$ cat src/rtl/bwc_pkg.sv
package bwc_pkg;

    typedef enum logic [1:0] {
        SYM_IDLE = 2'd0,
        SYM_HIGH = 2'd1,
        SYM_LOW  = 2'd2
    } sym_t;

    typedef enum logic [1:0] {
        ST_HUNT = 2'd0,
        ST_BODY = 2'd1,
        ST_TAIL = 2'd2
    } fsm_t;

    localparam int DATA_BITS   = 16;
    localparam int WORD_BITS   = DATA_BITS + 1;
    localparam int SYNC_HALVES = 6;
    localparam int HIST_W      = 2 * SYNC_HALVES;
    localparam int ERR_W       = 10;

    // oldest half-bit sits in the top pair
    localparam logic [HIST_W-1:0] PAT_CMD  = 12'b01_01_01_10_10_10;
    localparam logic [HIST_W-1:0] PAT_DATA = 12'b10_10_10_01_01_01;

    typedef struct packed {
        logic       dual;
        logic       noncontig;
        logic       inv_sync;
        logic       man_high;
        logic       man_low;
        logic       parity;
        logic [1:0] high_cnt;
        logic [1:0] low_cnt;
    } werr_t;

    function automatic sym_t line_sym(input logic p, input logic n);
        if (p && !n)      return SYM_HIGH;
        else if (n && !p) return SYM_LOW;
        else              return SYM_IDLE;
    endfunction

    // bit 0: command/status sync, bit 1: data sync
    function automatic logic [1:0] sync_kind(input logic [HIST_W-1:0] h);
        return {h == PAT_DATA, h == PAT_CMD};
    endfunction

endpackage

$ cat src/rtl/bwc_line_decode.sv
module bwc_line_decode
    import bwc_pkg::*;
(
    input  logic pos,
    input  logic neg,
    output sym_t sym,
    output logic active
);
    assign sym    = line_sym(pos, neg);
    assign active = (sym != SYM_IDLE);
endmodule

$ cat src/rtl/bwc_timebase.sv
module bwc_timebase #(
    parameter int HALF_CLKS = 125,
    parameter int TAG_W     = 32
) (
    input  logic             clk,
    input  logic             rst,
    output logic             half_tick,
    output logic [TAG_W-1:0] usec
);
    localparam int DIV_W = (HALF_CLKS > 1) ? $clog2(HALF_CLKS) : 1;

    logic [DIV_W-1:0] div;
    logic             phase;

    assign half_tick = (div == DIV_W'(HALF_CLKS - 1));

    always_ff @(posedge clk) begin
        if (rst) begin
            div   <= '0;
            phase <= 1'b0;
            usec  <= '0;
        end else begin
            div <= half_tick ? '0 : div + 1'b1;
            if (half_tick) begin
                phase <= ~phase;
                if (phase) usec <= usec + 1'b1;
            end
        end
    end
endmodule

$ cat src/rtl/bwc_framer.sv
module bwc_framer
    import bwc_pkg::*;
#(
    parameter int TAG_W      = 32,
    parameter int ZCNT_W     = 8,
    parameter int GAP_HALVES = 4
) (
    input  logic                 clk,
    input  logic                 rst,
    input  logic                 half_tick,
    input  sym_t                 sym_a,
    input  logic                 act_b,
    input  logic [TAG_W-1:0]     usec,
    output logic                 out_valid,
    output logic                 out_is_data,
    output logic [DATA_BITS-1:0] out_data,
    output werr_t                out_err,
    output logic [TAG_W-1:0]     out_tag
);
    localparam int NB_W = $clog2(WORD_BITS + 1);

    fsm_t                    st, st_n;
    logic [HIST_W-1:0]       hist, hist_n;
    logic [SYNC_HALVES-1:0]  bhist, bhist_n;
    logic [ZCNT_W-1:0]       zcnt, gap_use;
    logic [NB_W-1:0]         nb, miss;
    logic [WORD_BITS-1:0]    shreg, sh_n, lj;
    logic [2:0]              tcnt, tp1;
    logic [1:0]              kind_n, e_low, e_high;
    sym_t                    first;
    logic                    second, mhi, mlo, bflag, bflag_n;
    logic                    cur_data, cur_inv, cur_nc;
    logic [TAG_W-1:0]        cur_tag;
    logic                    do_start, do_emit, e_full;

    always_comb begin
        hist_n  = {hist[HIST_W-3:0], sym_a};
        bhist_n = {bhist[SYNC_HALVES-2:0], act_b};
        kind_n  = sync_kind(hist_n);
        bflag_n = bflag | act_b;
        sh_n    = {shreg[WORD_BITS-2:0], (first == SYM_HIGH) && (sym_a == SYM_LOW)};
        miss    = NB_W'(WORD_BITS) - nb;
        lj      = shreg << miss;
        tp1     = tcnt + 3'd1;
    end

    always_comb begin
        st_n     = st;
        do_start = 1'b0;
        do_emit  = 1'b0;
        e_full   = 1'b0;
        e_low    = 2'd0;
        e_high   = 2'd0;
        gap_use  = zcnt;
        unique case (st)
            ST_HUNT: if (kind_n != 2'b00) begin
                do_start = 1'b1;
                st_n     = ST_BODY;
            end
            ST_BODY: if (sym_a == SYM_IDLE) begin
                do_emit = 1'b1;
                e_low   = (miss >= NB_W'(3)) ? 2'd3 : miss[1:0];
                st_n    = ST_HUNT;
            end else if (second && nb == NB_W'(WORD_BITS - 1)) begin
                st_n = ST_TAIL;
            end
            ST_TAIL: if (sym_a == SYM_IDLE) begin
                do_emit = 1'b1;
                e_full  = 1'b1;
                e_high  = tp1[2:1];
                st_n    = ST_HUNT;
            end else if (tcnt == 3'(SYNC_HALVES - 1)) begin
                do_emit = 1'b1;
                e_full  = 1'b1;
                if (kind_n != 2'b00) begin
                    do_start = 1'b1;
                    gap_use  = '0;
                    st_n     = ST_BODY;
                end else begin
                    e_high = 2'd3;
                    st_n   = ST_HUNT;
                end
            end
            default: st_n = ST_HUNT;
        endcase
    end

    always_ff @(posedge clk) begin
        if (rst) begin
            st          <= ST_HUNT;
            hist        <= '0;
            bhist       <= '0;
            zcnt        <= '1;
            nb          <= '0;
            shreg       <= '0;
            tcnt        <= '0;
            first       <= SYM_IDLE;
            second      <= 1'b0;
            mhi         <= 1'b0;
            mlo         <= 1'b0;
            bflag       <= 1'b0;
            cur_data    <= 1'b0;
            cur_inv     <= 1'b0;
            cur_nc      <= 1'b0;
            cur_tag     <= '0;
            out_valid   <= 1'b0;
            out_is_data <= 1'b0;
            out_data    <= '0;
            out_err     <= '0;
            out_tag     <= '0;
        end else begin
            out_valid <= 1'b0;
            if (half_tick) begin
                hist  <= hist_n;
                bhist <= bhist_n;
                st    <= st_n;
                bflag <= bflag_n;
                if (st == ST_HUNT && sym_a == SYM_IDLE && zcnt != '1)
                    zcnt <= zcnt + 1'b1;
                if (st == ST_BODY && sym_a != SYM_IDLE) begin
                    if (!second) begin
                        first  <= sym_a;
                        second <= 1'b1;
                    end else begin
                        second <= 1'b0;
                        shreg  <= sh_n;
                        nb     <= nb + 1'b1;
                        mhi    <= mhi | (first == SYM_HIGH && sym_a == SYM_HIGH);
                        mlo    <= mlo | (first == SYM_LOW && sym_a == SYM_LOW);
                    end
                end
                if (st == ST_TAIL && sym_a != SYM_IDLE)
                    tcnt <= tp1;
                if (do_emit) begin
                    out_valid          <= 1'b1;
                    out_is_data        <= cur_data;
                    out_data           <= e_full ? shreg[WORD_BITS-1:1] : lj[WORD_BITS-1:1];
                    out_tag            <= cur_tag;
                    out_err.low_cnt    <= e_low;
                    out_err.high_cnt   <= e_high;
                    out_err.parity     <= e_full & ~(^shreg);
                    out_err.man_low    <= mlo;
                    out_err.man_high   <= mhi;
                    out_err.inv_sync   <= cur_inv;
                    out_err.noncontig  <= cur_nc;
                    out_err.dual       <= bflag_n;
                    zcnt               <= (sym_a == SYM_IDLE) ? ZCNT_W'(1) : '0;
                end
                if (do_start) begin
                    nb       <= '0;
                    shreg    <= '0;
                    second   <= 1'b0;
                    tcnt     <= '0;
                    mhi      <= 1'b0;
                    mlo      <= 1'b0;
                    bflag    <= |bhist_n;
                    cur_data <= kind_n[1];
                    cur_inv  <= kind_n[0] && (gap_use < ZCNT_W'(GAP_HALVES));
                    cur_nc   <= kind_n[1] && (gap_use >= ZCNT_W'(GAP_HALVES));
                    cur_tag  <= usec;
                    zcnt     <= '0;
                end
            end
        end
    end
endmodule

$ cat src/rtl/bus_word_classifier.sv
module bus_word_classifier
    import bwc_pkg::*;
#(
    parameter int HALF_CLKS  = 125,
    parameter int TAG_W      = 32,
    parameter int ZCNT_W     = 8,
    parameter int GAP_HALVES = 4
) (
    input  logic                 clk,
    input  logic                 rst,
    input  logic                 rx_a_pos,
    input  logic                 rx_a_neg,
    input  logic                 rx_b_pos,
    input  logic                 rx_b_neg,
    output logic                 word_valid,
    output logic                 word_is_data,
    output logic [DATA_BITS-1:0] word_data,
    output logic [ERR_W-1:0]     word_err,
    output logic [TAG_W-1:0]     word_tag
);
    localparam int N_CH = 2;

    logic [N_CH-1:0]  ln_pos, ln_neg, ch_act;
    sym_t             ch_sym [N_CH];
    logic             half_tick;
    logic [TAG_W-1:0] usec;
    werr_t            err_s;

    assign ln_pos = {rx_b_pos, rx_a_pos};
    assign ln_neg = {rx_b_neg, rx_a_neg};

    for (genvar c = 0; c < N_CH; c++) begin : g_ch
        bwc_line_decode u_dec (
            .pos    (ln_pos[c]),
            .neg    (ln_neg[c]),
            .sym    (ch_sym[c]),
            .active (ch_act[c])
        );
    end

    bwc_timebase #(.HALF_CLKS(HALF_CLKS), .TAG_W(TAG_W)) u_tb (
        .clk       (clk),
        .rst       (rst),
        .half_tick (half_tick),
        .usec      (usec)
    );

    bwc_framer #(.TAG_W(TAG_W), .ZCNT_W(ZCNT_W), .GAP_HALVES(GAP_HALVES)) u_fr (
        .clk         (clk),
        .rst         (rst),
        .half_tick   (half_tick),
        .sym_a       (ch_sym[0]),
        .act_b       (ch_act[1]),
        .usec        (usec),
        .out_valid   (word_valid),
        .out_is_data (word_is_data),
        .out_data    (word_data),
        .out_err     (err_s),
        .out_tag     (word_tag)
    );

    assign word_err = err_s;
endmodule

$ cat config.mk
export PLATFORM = sky130hd
export DESIGN_NAME = bus_word_classifier
export DESIGN_NICKNAME = d
export VERILOG_FILES = /design/src/rtl/bwc_pkg.sv /design/src/rtl/bwc_line_decode.sv /design/src/rtl/bwc_timebase.sv /design/src/rtl/bwc_framer.sv /design/src/rtl/bus_word_classifier.sv
export SDC_FILE = /design/constraint.sdc
export NUM_CORES = 1
export LEC_CHECK = 0
export BUFFER_PORTS_ARGS = -buffer_cell sky130_fd_sc_hd__buf_2
export CAP_MARGIN = 20
export CORE_UTILIZATION = 45
export CTS_BUF_LIST = sky130_fd_sc_hd__clkbuf_8
export DETAILED_ROUTE_END_ITERATION = 10
export RECOVER_POWER = 50
export SYNTH_ARGS = -nofsm -noshare
export SYNTH_HDL_FRONTEND = slang
export SYNTH_HIERARCHICAL = 1
export SYNTH_SLANG_ARGS = --single-unit
$ cat constraint.sdc
create_clock -name clk -period 6.51 [get_ports clk]
set_input_delay 0.651 -clock clk [delete_from_list [all_inputs] [get_ports clk]]
set_output_delay 0.651 -clock clk [all_outputs]
set_load 0.1 [all_outputs]
* Word-level counts from Yosys, hierarchy flattened
Cells that the tools add are included. Widths: inputs -> output; s select.
Storage, ports and cells: register bits 191, input bits 6, output and inout port bits 60, word-level logic and storage cells 159
Operators by class: add/sub/neg operators 6, order comparisons 3, equal/unequal tests 15, shifts and indexed selects 1, muxes and demuxes 55, bitwise gates (word level) 8, reduce and logical (&&, ||, !) cells 40
Operators by type and width (number):
- $mux 8 | 7
- $mux 17 | 3
- $add 32x1->32 const B | 1
- $mux 2 | 16
- $mux 1 | 20
- $reduce_xor 17->1 | 1
- $shl 17x5->17 | 1
- $mux 16 | 1
- $mux 5 | 3
- $logic_and 1x1->1 | 14
- $eq 12x11->1 const B | 1
- $eq 12x12->1 const B | 1
- $reduce_and 2->1 | 6
- $reduce_bool 2->1 | 6
- $add 8x1->8 const B | 1
- $ge 8x3->1 const B | 1
- $lt 8x3->1 const B | 1
- $ne 8x8->1 const B | 1
- $add 7x1->7 const B | 1
- $eq 7x7->1 const B | 1
- $eq 2x1->1 const B | 3
- $eq 2x2->1 const B | 3
- $mux 3 | 2
- $ne 3x1->1 const B | 2
- 19 further kinds | 31

* Depth between registers and ports, before layout
Gate-level depths: netlist (run 1).
depth in word-level cells 12, gate-level depth with buffers 11, mapped depth without buffers 9

* Hierarchy
Netlist (run 1), hierarchy kept.
Modules (own cells, without submodules):
- bwc_framer | instances 1, cells an instance 789, area an instance 6736.5 um2
- bwc_timebase | instances 1, cells an instance 237, area an instance 2023.2 um2
- bwc_line_decode | instances 2, cells an instance 5, area an instance 36.3 um2

* Worst setup path before layout (run 1)
Ideal clock, no wire load.
path type reg2reg, start point register u_fr.nb[1], end point register u_fr.out_data[15], setup time 0.132 ns, arrival 2.727 ns, required time 6.378 ns, slack 3.651 ns, stages on the path, launching flop included 10, path buffers 3, clock period less this slack 2.859 ns, cell sequence dfxtp_1 > clkbuf_1 > buf_2 > inv_1 > ha_1 > clkbuf_1 > mux4_2 > mux4_2 > nand2b_1 > a211oi_1
On the way: longest elaborated chain between the ends 3
RTL lines:
- from (decl) | RTL line bwc_framer.sv:26 | logic [NB_W-1:0] nb, miss;
- from (signal assigned) | RTL line bwc_framer.sv:127 | nb <= nb + 1'b1;
- $sub 5x5->5 | RTL line bwc_framer.sv:42 | miss = NB_W'(WORD_BITS) - nb;
- $shl 17x5->17 | RTL line bwc_framer.sv:43 | lj = shreg << miss;
- $mux 16 | RTL line bwc_framer.sv:137 | out_data <= e_full ? shreg[WORD_BITS-1:1] : lj[WORD_BITS-1:1];
- to (signal assigned) | RTL line bwc_framer.sv:137
- to (decl) | RTL line bwc_framer.sv:16 | output logic [DATA_BITS-1:0] out_data,
No other way between the ends. A chain may end at the register's enable or synchronous reset.

* Worst setup path after layout (run 1)
start point register u_tb.div[3], end point register u_fr.zcnt[1]
On the way: longest elaborated chain between the ends 2
RTL lines:
- from (decl) | RTL line bwc_timebase.sv:12 | logic [DIV_W-1:0] div;
- from (signal assigned) | RTL line bwc_timebase.sv:23 | div <= half_tick ? '0 : div + 1'b1;
- $eq 7x7->1 | RTL line bwc_timebase.sv:15 | assign half_tick = (div == DIV_W'(HALF_CLKS - 1));
- via half_tick | RTL line bus_word_classifier.sv:25 | logic half_tick;
- $reduce_and 2->1 (no line)
- to (signal assigned) | RTL line bwc_framer.sv:119 | zcnt <= zcnt + 1'b1;
- to (signal assigned) | RTL line bwc_framer.sv:147 | zcnt <= (sym_a == SYM_IDLE) ? ZCNT_W'(1) : '0;
- to (decl) | RTL line bwc_framer.sv:25 | logic [ZCNT_W-1:0] zcnt, gap_use;
The timed path passes the listed nets, and every way through them passes these cells.

==> results of run 1 <==
flip-flops by register name (all words and copies together), names as in the netlist, 2 cells and up:
| signal | count |
|---|---|
| u_fr/nb | 5 |
| u_fr/st | 2 |
| u_fr/out_tag | 32 |
| u_tb/div | 7 |
| u_fr/zcnt | 8 |
| u_tb/usec | 32 |
| u_fr/out_err | 10 |
| u_fr/first | 2 |
| u_fr/bhist | 5 |
| u_fr/shreg | 17 |
| u_fr/hist | 10 |
| u_fr/out_data | 16 |
| u_fr/cur_tag | 32 |
| u_fr/tcnt | 3 |
metal layers:
layer  GRT usage, %  vias to the layer above
met5              0                        -
met4          6.225                        0
met3          4.105                       18
met2          32.15                      164
met1          29.41                     3401
li1               -                     3659
power breakdown:
group          switching, uW  internal (uW)  total (uW)
clock                    429            362         791
combinational           29.1           8.67        37.8
sequential              1.70           1170        1170
total                    460           1540        2000
worst max-delay path, stage by stage, from the launching register on:
cell      delay [ps]
dfxtp_1          450
and4_1           360
and3_1           180
clkbuf_1        1010
inv_1            370
nor2_4           600
buf_4            470
nor3_1           210
a221o_1          370
area by class of cell:
| class | instances | area, um2 | area share [%] |
|---|---|---|---|
| clock buffers | 19 | 261.5 | 2.734 |
| clock inverters | 12 | 135.1 | 1.413 |
| inverters | 25 | 93.84 | 0.9812 |
| multi-input cells | 744 | 4597 | 48.06 |
| flip-flops and latches | 191 | 3824 | 39.98 |
| well taps | 260 | 325.3 | 3.401 |
| repair buffers | 76 | 327.8 | 3.428 |
through the flow:
step	worst slack (ps)	util, %	hold slack, ps	instance area [um2]	power (uW)
floorplan	3651	-	429.7	8812	1227
global placement	3179	48.83	440.2	9255	1235
detailed placement	3129	48.83	442.9	9255	1236
CTS	3228	50.92	456.9	9652	2026
global route	1960	50.46	472.7	9564	2082
finish	2353	50.46	455.1	9564	2000
final timing paths:
path / to / slack [ps] / depth (start not counted)
worst min-delay path: u_fr/out_tag[24] / 460 / 2
worst max register to register: u_fr/zcnt[1] / 2350 / 8
worst min register to register: u_fr/out_tag[24] / 460 / 2
worst max-delay path: u_fr/zcnt[1] / 2350 / 8
==> metrics.md, run 1 <==
| Metric | Value |
|---|---|
| Wire length after detailed routing | `20,200 um` |
| Worst voltage drop across the vdd grid | `122.3 uV` |
| Antenna Cells | `0` |
| Shortest clock period the worst path allows after layout | `4157 ps` |
| Failing checks | `capacitance limit, slew limit` |
| Cell area after synthesis | `8812 um2` |
| GR Util All Layers | `20.85%` |
| Run status | `complete, but fails checks` |
| Number of DRC markers in iteration 0 | `486` |
| Largest net degree at the start of global routing | `62` |
| Number of violations of the max-capacitance limit | `1` |
| Clock tree from TritonCTS | `done` |
| Final period util | `63.86%` |
| Setup CP Type | `reg2reg` |
| Per-instance average area after synthesis | `8.531 um2` |
| Met2 wirelength from detailed routing | `8915 um` |
| Number of buffers created by CTS | `17` |
| Nature of the critical path startpoint | `flop` |
| Worst Hold Class | `reg2reg` |
| Clock latency on the worst-skew pair | `470 ps` |
| Global-route wire length before repair | `33,640 um` |
| Data arrival time of the worst path | `4520 ps` |
| Post-synth net total | `1,057` |
| Layout Area Growth over Synthesis | `8.533%` |
| Wirelength per Cell | `15.22 um` |
| Antenna violations before repair | `0` |
| Number of clock sinks | `191` |
| Final setup violation count | `0` |
| Number of nets in the finished design | `1,079` |
| Via density per instance | `5.457` |
| Post-CTS sizing | `0` |
| GPL Wtd Cong | `0.8737` |
| Overall die area | `20,150 um2` |
| Largest fanout on the critical path | `39` |
| Die Height | `141.9 um` |
| Worst clock skew | `13.01 ps` |
| Commonest non-fill, non-tap cell in the layout | `dfxtp_1` |
| LEAKAGE | `0.003242 uW` |
| Total via count after detailed routing | `7,242` |
| H-Tree Depth | `4` |
| Total congestion overflow | `0` |
| # rows | `50` |
| Number of cells produced by synthesis | `1,033` |
| HPWL after detailed placement | `13,390 um` |
| Share of final-layout standard cells stronger than drive strength 1 | `7.591%` |
| Number of filler instances in the final layout | `1,884` |
| Effective utilization at floorplan | `46.49%` |
| Post-route ant nets | `0` |
| Number of standard cells in the final layout excluding fillers | `1,327` |
| Worst Path Required | `6870 ps` |
| Beginning of the worst hold path | `u_fr/cur_tag[24]` |
| Post-CTS Hold Fix Bufs | `0` |
| Number of placed instances, taps included | `1,295` |
| Critical path origin | `u_tb/div[3]` |
| Core Footprint | `18,960 um2` |
| Clock root cell | `clkbuf_8` |
| Worst-Margin Slew | `2732 ps` |
| Horizontal die dimension | `141.9 um` |
| RSZ-0062 raised after global routing | `no` |
| Kind of end point of the critical path | `flop` |
| Max Used Layer | `met4` |
| Commonest cells after routing, fill and taps aside | `191 x dfxtp_1, 180 x nand2_1, 118 x a21oi_1` |
| Fmax achieved | `0.2405 GHz` |
| Met1 wire length | `10,050 um` |
| Count of yosys warnings during synthesis | `6` |
| Power density over the cells | `209.1 nW/um2` |
| IO Pins | `66` |
| Final hold violations | `0` |
| Buffer depth of the longest clock path | `2` |
| Met3 layer wire length in the routed design | `1016 um` |
| Count of port buffers added during placement | `65` |
| Slew Limit Headroom | `-82.12%` |
| Clk slew on worst S/H paths | `90 ps` |
| Sum Neg Setup Slack | `0 ps` |
| # DRC | `0` |
| Via count of the first global-routing pass | `6,525` |
| Number of buffers inserted by post-CTS setup repair | `0` |
| Start of the worst register-to-register path | `u_tb/div[3]` |
| Router iterations before antenna repair | `5` |
| Number of pins with negative max-slew slack in the final report | `62` |
(Power assumes the default switching activity.)
==> run 2: changes to the inputs <==
--- a/config.mk
+++ b/config.mk
@@ -5,6 +5,7 @@
 export SDC_FILE = /design/constraint.sdc
 export NUM_CORES = 1
 export LEC_CHECK = 0
+export ABC_AREA = 1
 export BUFFER_PORTS_ARGS = -buffer_cell sky130_fd_sc_hd__buf_2
 export CAP_MARGIN = 20
 export CORE_UTILIZATION = 45
==> constraint.sdc (replaced) <==
create_clock -name clk -period 3.5 [get_ports clk]
set_input_delay 0.35 -clock clk [delete_from_list [all_inputs] [get_ports clk]]
set_output_delay 0.35 -clock clk [all_outputs]
set_load 0.1 [all_outputs]
==> metrics.md, run 2 <==
| Metric | Value |
|---|---|
| Run status | `finished, final reports clean` |
| Number of buffers inserted by post-CTS setup repair | `0 (unchanged)` |
| Largest fanout on the critical path | `36 (-7.7%)` |
| Overall die area | `21,500 um2 (+6.7%)` |
| Number of cells produced by synthesis | `1,361 (+32%)` |
| Number of DRC markers in iteration 0 | `473 (-2.7%)` |
| Post-route ant nets | `0 (unchanged)` |
| Flop2flop setup slack | `800 ps (-1550 ps)` |
| Largest registers in the final layout | `u_fr/cur_tag: 32 flops, u_fr/out_tag: 32 flops, u_tb/usec: 32 flops` |
| Horizontal die dimension | `146.6 um (+3.3%)` |
| HPWL after detailed placement | `17,520 um (+31%)` |
| Worst Hold Class | `in2reg` |
| Kind of end point of the critical path | `flop` |
| Worst Path Required | `3890 ps (-2980 ps)` |
| Router iterations before antenna repair | `5 (unchanged)` |
| Power density over the cells | `365.4 nW/um2 (+75%)` |
| Antenna Cells | `0 (unchanged)` |
| Post-CTS sizing | `0 (unchanged)` |
| Number of buffers created by CTS | `17 (unchanged)` |
| Via count of the first global-routing pass | `8,405 (+29%)` |
| Post-CTS Hold Fix Bufs | `0 (unchanged)` |
| Shortest clock period the worst path allows after layout | `2697 ps (-1460 ps)` |
| GR Util All Layers | `23.67% (+2.8 points)` |
| Internal power | `2868 uW (+86%)` |
| Layout Area Growth over Synthesis | `8.241%` |
| Total congestion overflow | `0 (unchanged)` |
| Number of clock sinks | `191 (unchanged)` |
| Number of violations of the max-capacitance limit | `0 (-1)` |
| Worst clock skew | `15.01 ps (+1.992 ps)` |
| Hold Worst Slack | `276.0 ps (-179.2 ps)` |
| Total via count after detailed routing | `8,805 (+22%)` |
| Final setup violation count | `0 (unchanged)` |
| Beginning of the worst hold path | `rx_b_neg` |
| Wire length after detailed routing | `24,340 um (+21%)` |
| Buffer depth of the longest clock path | `2 (unchanged)` |
| Capture instance of the worst register-to-register path | `u_fr/out_err[1]` |
| Clk slew on worst S/H paths | `90 ps (about the same)` |
| Post-synth net total | `1,385 (+31%)` |
| Final period util | `77.06% (+13 points)` |
| Clock tree from TritonCTS | `done` |
| Final hold violations | `0 (unchanged)` |
| Worst-Margin Slew | `1225 ps (-1507 ps)` |
| # DRC | `0 (unchanged)` |
| Count of yosys warnings during synthesis | `6 (unchanged)` |
| Worst Hold Depth | `5 (+3)` |
| Hold EP | `u_fr/bhist[0]` |
| Antenna violations before repair | `0 (unchanged)` |
| Global-route wire length before repair | `41,330 um (+23%)` |
| Commonest non-fill, non-tap cell in the layout | `nand2_1` |
| Share of final-layout standard cells stronger than drive strength 1 | `5.853% (-1.7 points)` |
| RSZ-0062 raised after global routing | `no` |
| Core Footprint | `20,360 um2 (+7.4%)` |
| GPL Wtd Cong | `0.9212 (+5.4%)` |
| IO Pins | `66 (unchanged)` |
| Number of nets in the finished design | `1,430 (+33%)` |
| Sum Neg Setup Slack | `0 ps (unchanged)` |
| Wirelength per Cell | `14.42 um (-5.3%)` |
| Fmax achieved | `0.3708 GHz (+54%)` |
| Nature of the critical path startpoint | `flop` |
| Number of pins with negative max-slew slack in the final report | `0 (-100%)` |
| Net Sw Power | `855.7 uW (+86%)` |
| Cell area after synthesis | `9413 um2 (+6.8%)` |
| Data arrival time of the worst path | `3090 ps (-1430 ps)` |
| H-Tree Depth | `4 (unchanged)` |
| Depth of the worst register-to-register path | `12 (+4)` |
| Largest net degree at the start of global routing | `42 (-32%)` |
| LEAKAGE | `0.004015 uW (+24%)` |
| Start of the worst register-to-register path | `u_tb/div[0]` |
| Count of port buffers added during placement | `65 (unchanged)` |
| Commonest cells after routing, fill and taps aside | `320 x nand2_1, 191 x dfxtp_1, 152 x inv_1` |
| Per-instance average area after synthesis | `6.916 um2 (-19%)` |
| Slew Limit Headroom | `18.68% (+100 points)` |
| Worst voltage drop across the vdd grid | `211.9 uV (+73%)` |
| Comb pwr share | `2.3% (+0.4 points)` |
| Clock root cell | `clkbuf_8` |
| Effective utilization at floorplan | `46.22% (-0.27 points)` |
| # rows | `52 (+4.0%)` |
| Die Height | `146.6 um (+3.3%)` |
| Clock latency on the worst-skew pair | `470 ps (about the same)` |
| Setup CP Type | `reg2reg` |
| Seq pwr share | `58.5% (about the same)` |
| Via density per instance | `5.216 (-4.4%)` |
| Switching share of total power | `22.98% (about the same)` |
| Number of filler instances in the final layout | `2,106 (+12%)` |
| Clock group share of total power | `39.2% (-0.4 points)` |
| Total Power Consumption | `3723 uW (+86%)` |
[run 2: layer usage]
| layer | wire length, um | part of all wire, % | global-route usage [%] | vias to the layer above |
|---|---|---|---|---|
| met5 | 0 | 0 | 0 | - |
| met4 | 419 | 1.7 | 7.344 | 0 |
| met3 | 859 | 3.5 | 3.625 | 29 |
| met2 | 12070 | 50 | 41.99 | 170 |
| met1 | 10980 | 45 | 29.22 | 4067 |
| li1 | - | - | - | 4539 |
[run 2: worst max path at each step]
| stage | from | endpoint | slack [ps] | depth (start not counted) |
|---|---|---|---|---|
| after global routing | u_tb/div[0] | u_fr/out_err[1] | 490 | 12 |
| after CTS | u_tb/div[0] | u_fr/out_err[1] | 850 | 12 |
| final | u_tb/div[0] | u_fr/out_err[1] | 800 | 12 |
| after floorplan | u_fr/nb[1] | u_fr/out_err[1] | 1250 | 10 |
| after global placement | rx_a_pos | u_fr/out_err[0] | 840 | 15 |
| after detailed placement | rx_a_pos | u_fr/shreg[6] | 770 | 14 |
[run 2: metrics by stage]
stage / worst slack [ps] / std cells / util (%) / instance area [um2]
after floorplan: 1253 / 1361 / - / 9413
after global placement: 837.7 / 1657 / 48.75 / 9928
after detailed placement: 767.7 / 1657 / 48.75 / 9928
after CTS: 852.0 / 1688 / 50.70 / 10320
after global routing: 494.9 / 1688 / 50.03 / 10190
final: 802.8 / 1688 / 50.03 / 10190
[run 2: worst max-delay path: stages, from the launching register on]
cell     delay [ps]
dfxtp_1         340
inv_1            60
ha_1            180
nand3_2          80
nor2_1          210
buf_4           360
nand3_4         410
inv_2           190
buf_4           350
nand3_1         140
inv_1           110
nand2_1          70
a21oi_1         110
[run 2: cell type report]
type                    instances  area, um2  area share (%)
clock inverters                12      135.1           1.326
well taps                     270      337.8           3.316
clock buffers                  19      261.5           2.567
multi-input cells             957       4671           45.84
flip-flops and latches        191       3824           37.53
inverters                     159      596.8           5.858
repair buffers                 80      362.8           3.561
[run 2: power by group through the flow]
stage	Sequential, uW	Combinational (uW)	Clock [uW]
finish	2180	85.6	1460
global route	2180	97.5	1600
CTS	2180	86.5	1510
detailed placement	2230	86.3	0
global placement	2230	84.8	0
floorplan	2230	60.1	0
